## config.mk

```make
export PLATFORM = sky130hd
export DESIGN_NAME = sysctl_bank_regs
export DESIGN_NICKNAME = d
export VERILOG_FILES = /design/src/rtl/sysctl_bank_regs.sv
export SDC_FILE = /design/constraint.sdc
export NUM_CORES = 1
export LEC_CHECK = 0
export ABC_CLOCK_PERIOD_IN_PS = 1800
export BUFFER_PORTS_ARGS = -buffer_cell sky130_fd_sc_hd__buf_2
export CAP_MARGIN = 15
export CELL_PAD_IN_SITES_DETAIL_PLACEMENT = 1
export CELL_PAD_IN_SITES_GLOBAL_PLACEMENT = 1
export CORE_MARGIN = 2
export CORE_UTILIZATION = 29
export CTS_CLUSTER_SIZE = 28
export DETAILED_ROUTE_END_ITERATION = 10
export GPL_TIMING_DRIVEN = 1
export HOLD_SLACK_MARGIN = 0.15
export PLACE_DENSITY_LB_ADDON = 0.08
export SLEW_MARGIN = 20
export SYNTH_ARGS = -nofsm -noshare
export SYNTH_HDL_FRONTEND = slang
export SYNTH_SLANG_ARGS = --single-unit
```

## constraint.sdc

```tcl
create_clock -name clk -period 1.8 [get_ports clk]
set_input_delay 0.27 -clock clk [delete_from_list [all_inputs] [get_ports clk]]
set_output_delay 0.27 -clock clk [all_outputs]
set_load 0.05 [all_outputs]
```

## src/rtl/sysctl_bank_regs.sv

```systemverilog
module sysctl_bank_regs #(
  parameter bit          V8_EN      = 1'b1,
  parameter int          NUM_CACHES = 2,
  parameter int          IDX_W      = 4,
  parameter logic [31:0] ID_FEAT0   = 32'h0000_0030,
  parameter logic [31:0] ID_CLVL    = 32'h0900_0003,
  parameter logic [31:0] ID_CTYPE   = 32'h8303_C003,
  parameter logic [31:0] CCS_BASE   = 32'hF003_E019,
  parameter logic [31:0] CCS_STEP   = 32'h0000_2000
) (
  input  logic        clk,
  input  logic        rst_n,
  input  logic        cfg_ns_nmi,
  input  logic        req_valid,
  input  logic        req_write,
  input  logic        req_secure,
  input  logic [11:0] req_addr,
  input  logic [31:0] req_wdata,
  output logic [31:0] rsp_rdata,
  output logic        rsp_err,
  output logic        nmi_pend
);
  localparam logic [11:0] OFF_PWR  = 12'h00C;
  localparam logic [11:0] OFF_ICSR = 12'hD04;
  localparam logic [11:0] OFF_SCR  = 12'hD10;
  localparam logic [11:0] OFF_FT0  = 12'hD40;
  localparam logic [11:0] OFF_CLV  = 12'hD78;
  localparam logic [11:0] OFF_CTY  = 12'hD7C;
  localparam logic [11:0] OFF_CCS  = 12'hD80;
  localparam logic [11:0] OFF_CSEL = 12'hD84;
  localparam logic [31:0] SCR_KEEP = 32'h0000_0012;
  localparam bit          CSEL_WE  = (NUM_CACHES > 0);

  logic [31:0]      scr_q  [2];
  logic [IDX_W-1:0] csel_q [2];
  logic             nmi_q;
  logic [31:0]      rd_d, rdata_q;
  logic             hit_d, err_q;

  wire bank   = req_secure;
  wire nmi_ok = req_secure | cfg_ns_nmi;
  wire wr     = req_valid & req_write;
  wire maint  = (req_addr == 12'hF50) ||
                (req_addr >= 12'hF58 && req_addr <= 12'hF78 && req_addr[1:0] == 2'b00);
  wire [31:0] ccs_val = CCS_BASE + CCS_STEP * 32'(csel_q[bank]);

  always_comb begin
    rd_d  = '0;
    hit_d = 1'b1;
    case (req_addr)
      OFF_PWR:  hit_d = V8_EN;
      OFF_ICSR: rd_d  = {nmi_ok & nmi_q, 31'b0};
      OFF_SCR:  rd_d  = scr_q[bank];
      OFF_FT0:  rd_d  = ID_FEAT0;
      OFF_CLV:  rd_d  = ID_CLVL;
      OFF_CTY:  rd_d  = ID_CTYPE;
      OFF_CCS:  rd_d  = ccs_val;
      OFF_CSEL: rd_d  = 32'(csel_q[bank]);
      default:  hit_d = maint;
    endcase
  end

  always_ff @(posedge clk or negedge rst_n) begin
    if (!rst_n) begin
      scr_q[0]  <= '0;
      scr_q[1]  <= '0;
      csel_q[0] <= '0;
      csel_q[1] <= '0;
      nmi_q     <= 1'b0;
    end else if (wr) begin
      if (req_addr == OFF_SCR)
        scr_q[bank] <= req_wdata & SCR_KEEP;
      if (req_addr == OFF_CSEL && CSEL_WE)
        csel_q[bank] <= req_wdata[IDX_W-1:0];
      if (req_addr == OFF_ICSR && nmi_ok) begin
        if (req_wdata[31])      nmi_q <= 1'b1;
        else if (req_wdata[30]) nmi_q <= 1'b0;
      end
    end
  end

  always_ff @(posedge clk or negedge rst_n) begin
    if (!rst_n) begin
      rdata_q <= '0;
      err_q   <= 1'b0;
    end else begin
      rdata_q <= (req_valid && !req_write && hit_d) ? rd_d : '0;
      err_q   <= req_valid && !hit_d;
    end
  end

  assign rsp_rdata = rdata_q;
  assign rsp_err   = err_q;
  assign nmi_pend  = nmi_q;
endmodule

```

### Word level (Yosys, flattened, before mapping)

Index checks and enable logic that the tools add are counted.

| storage, ports and cells | value |
|---|---|
| flip-flop bits (word level) | 106 |
| word-level logic and storage cells | 58 |
| output and inout port bits | 34 |

| operators by class | value |
|---|---|
| $add $sub $neg | 1 |
| mux-type cells | 17 |
| bitwise logic cells | 4 |
| equal/unequal tests | 9 |
| order comparisons | 4 |
| reduce and logical (&&, ||, !) cells | 16 |

Operators with widths:

| cell | number |
|---|---|
| 32-bit case mux with 7 select lines | 1 |
| 32-bit two-way mux | 5 |
| 12-bit equality test (second input constant) | 8 |
| 64-bit bitwise mux | 1 |
| 32-bit demux with 1-bit select | 1 |
| 29-bit by 18-bit adder with 30-bit output (first input constant) | 1 |
| 4-bit two-way mux | 4 |
| 12-bit by 4-bit equality test with 1-bit output (second input constant) | 1 |
| 12-bit >= comparator (second input constant) | 1 |
| 12-bit <= comparator (second input constant) | 1 |
| 8-bit bitwise mux | 1 |
| 8-bit OR reduction | 1 |
| 1-bit logical AND | 7 |
| 4-bit demux with 1-bit select | 1 |
| 2-bit AND reduction | 2 |
| 1-bit two-way mux | 3 |
| 3-bit AND reduction | 1 |
| 1-bit bitwise AND | 2 |
| 2-bit >= comparator (second input constant) | 1 |
| 1-bit zero test | 2 |
| 2-bit zero test | 1 |
| 2-bit by 1-bit < comparator with 1-bit output (second input constant) | 1 |
| 1-bit inverter with 2-bit output | 1 |
| 2-bit nonzero test | 1 |
| other kinds (2) | 2 |

### Longest topological paths before layout

| logic depth | value |
|---|---|
| depth in word-level cells | 7 |
| mapped depth | 7 |
| depth with buffers taken out | 6 |

### Least setup slack after synthesis

OpenSTA, ideal clock, no wires.

| timing | value |
|---|---|
| path type | in2reg |
| start | input port req_addr[4] |
| end | register csel_q[4] (netlist name) |
| cell stages on the path | 4 |
| data arrival time | 1.835 ns |
| library setup time | 0.125 ns |
| setup slack | -0.160 ns |
| required time | 1.675 ns |
| buffers on the path | 0 |
| path through | or4b_1 > or3_4 > nor3_4 > mux2_4 |

| on the way | value |
|---|---|
| word-level cells in the longest chain between the ends | 2 |

Ends and longest elaborated chain:

| item | line | text |
|---|---|---|
| start: declaration | 17 | `input logic [11:0] req_addr,` |
| 12-bit equality test | 73 | `if (req_addr == OFF_CSEL && CSEL_WE)` |
| 2-bit AND reduction (no source line) | -- |  |
| end signal: indexed assignment | 74 | `csel_q[bank] <= req_wdata[IDX_W-1:0];` |
| end: declaration | 35 | `logic [IDX_W-1:0] csel_q [2];` |

Every way passes these cells.
A chain may end at the register's enable or synchronous reset.

### Final worst setup path

| timing | value |
|---|---|
| start | input port req_addr[3] |
| end | register csel_q[4] (netlist name) |

Same word-level chain as after synthesis.

==> impl_metrics.toml <==
[logic_synthesis]
ys.warnings.count = 0
ys_types = 41
synth_edf_count = 0
synth-main-ff-cell = "sky130_fd_sc_hd__dfrtp_1"
asr_flop_ratio_synth_pct = 100
synthesis.area_sq_um = 1650
synth_seq_cells = 31
postSynthCellCount = 151
synth_area_per_cell_sq_um = 10.9
synth-seq-area-share_pct = 46.9

[place]
placement.cell_area_sq_um = 1990
hpwlAfterDp_um = 3520
place.port_buffers = 45
placed_cells_incl_taps = 276
gp_congestion = 0.735

[flow_run]
maxCapViolCount = 0

[power]
cellPowerDensity_nw_per_um2 = 755
ir_drop_v = 0.000313
total_leakage_power_nw = 1.05

[timing]
finalHoldViolations = 0
drv_slew = 0
finalSetupViolations = 0
post-route-period-util_pct = 99.0
rsz_0062_raised_after_global_routing = "true"
timing.final.crit_period_ns = 1.78
fin_tns_setup_ns = 0
worstMarginPinSlew_ns = 0.672
max_freq_mhz = 561
finClkSkew_ns = 0.00370
slew_headroom_pct = 55.2

[routing]
dr.pass1.iters = 4
drt_iter0_drc = 19
drcViolationCount = 0
route.vias.total = 1392
drt-vias-per-instance = 4.88
detail_route.wl_per_cell_um = 15.5
final_antenna_net_count = 0
total_detailed_routing_wirelength_um = 4420

[cells_and_area]
antennaDiodeCount = 0
num-fill-cells = 627
layout.cells.non_filler = 285
finish.utilization_pct = 38.7
final_net_count = 263
drive_above_1_share_pct = 40.8
synthesis_to_layout_area_growth_pct = 28.9
final_area_sq_um = 2130

[clock_network]
numCtsBuffers = 5
h-tree-depth = 2
cts_tree = "built"
cts_buffer_depth = 2
clockRootBuffer = "sky130_fd_sc_hd__clkbuf_8"
numClockSinks = 31
clock_latency_ns = 0.29
cts.reportedPaths.clkPinSlew_ns = 0.07

[worst_setup_path]
crit_arrival_ns = 1.95
critPathRequiredTime_ns = 1.97
worstPathMaxFanout = 4
r2r_slack_ns = 0.40
reg2reg_depth = 6
cp-end-kind = "flop"
timing_worst_setup_path_type = "in -> reg"
setup.worst_path.start_class = "input port"

[global_routing]
maximum_number_of_pins_on_one_net_before_global_route_repair = 32
grt_overflow_total = 0
globalRouteTotalUtil_pct = 15.4
grt_first_pass_wirelength_um = 7400
grt_pass1_vias = 1474
antenna_violations_before_repair = 0

[die]
dieArea_sq_um = 6320
design.portCount = 84
initial_utilization_pct = 30.0
rows = 27
fp.dieH_um = 79.5
design.core.area_sq_um = 5510
die_w_um = 79.5

[worst_hold_path]
hold_path_depth = 2
min_path_type = "in -> reg"

[run_status]
outcome = "complete, no violations"
power by group:
part / switching (mW) / total [mW] / internal (mW)
clock network: 0.270 / 0.718 / 0.448
registers: 0.000443 / 0.699 / 0.698
logic: 0.139 / 0.192 / 0.0535
total: 0.409 / 1.61 / 1.20
Yosys cell counts, drive strengths merged, types with 4 or more instances:
cell	count	area (sq um)
nor3	9	56.3
dfrtp	31	776
a31oi	4	25.0
mux2	15	184
and3	4	25.0
nand4	5	31.3
nor4b	4	35.0
nand3	6	30.0
buf	15	113
nor2	9	36.3
nand2	5	18.8
a21oi	4	20.0
cells by family after synthesis:
group,Yosys count,synth area share [%]
buffers and inverters,19,7.72
other,1,0.227
DFF,31,46.9
muxes,18,12.9
adders and majority gates,1,0.757
AOI/OAI and AO/OA,17,6.59
and+or+nand+nor,62,23.8
xor gates and xnor gates,2,1.06
stage by stage:
stage	setup WS, ns	power (mW)	hold slack [ns]
after floorplan	-0.103	0.836	-0.0256
after global placement	-0.280	0.898	0.333
after detailed placement	-0.307	0.903	0.351
after CTS	0.0268	1.63	0.205
after global routing	-0.00736	1.69	0.223
final	0.0173	1.61	0.212
path summary, 6_finish.rpt:
kind | end | from
max | csel_q[4] | req_addr[3]
min | nmi_pend | req_wdata[31]
max reg2reg | rsp_rdata[15] | csel_q[4]
min reg2reg | scr_q[4] | scr_q[4]
max in group asynchronous | csel_q[4] | rst_n
min in group asynchronous | rsp_err | rst_n
cells in the final DEF (no fill, tap or decap), types with 5 or more instances in the layout:
cell type	instances
sky130_fd_sc_hd__nor3_1	8
sky130_fd_sc_hd__buf_4	14
sky130_fd_sc_hd__nor2_1	8
sky130_fd_sc_hd__mux2_2	11
sky130_fd_sc_hd__nand4_1	5
sky130_fd_sc_hd__nand2_1	5
sky130_fd_sc_hd__dfrtp_1	31
sky130_fd_sc_hd__clkbuf_8	6
sky130_fd_sc_hd__conb_1	13
sky130_fd_sc_hd__buf_2	45
sky130_fd_sc_hd__nand3_1	6
what timing repair did:
item,CTS,global route
setup buffers,0,0
hold buffers,1,0
cloned,0,0
resized for setup,1,1
pin swaps,0,0
hold endpoints to repair,31,0
endpoints found under the setup margin,1,3
layer usage:
metal  global-route usage (%)  up-vias  part of all wire (%)
li1                         -      653                     -
met1                     18.0      694                    43
met2                     26.5       37                    50
met3                     4.07        8                   5.0
met4                     6.21        0                   1.7
met5                        0        -                     0
critical path: stages:
cell,delay [ns]
sky130_fd_sc_hd__buf_2,0.10
sky130_fd_sc_hd__or4_4,0.53
sky130_fd_sc_hd__or3_4,0.45
sky130_fd_sc_hd__nor3_4,0.26
sky130_fd_sc_hd__mux2_4,0.34
registers in the layout, indices dropped and copies added, names as in the netlist:
name and cells:
csel_q 8, scr_q 4, rsp_err 1, nmi_pend 1
rsp_rdata 17
final cells by class:
| class | count | area (sq um) | area share, % |
|---|---|---|---|
| Inverter | 1 | 3.75 | 0.176 |
| Clock buffer | 6 | 82.6 | 3.88 |
| Tap cell | 72 | 90.1 | 4.23 |
| Sequential cell | 31 | 776 | 36.4 |
| Timing Repair Buffer | 60 | 340 | 16.0 |
| Multi-Input combinational cell | 113 | 803 | 37.7 |
| Clock inverter | 2 | 35.0 | 1.64 |
Power figures use the tool's default switching activity.
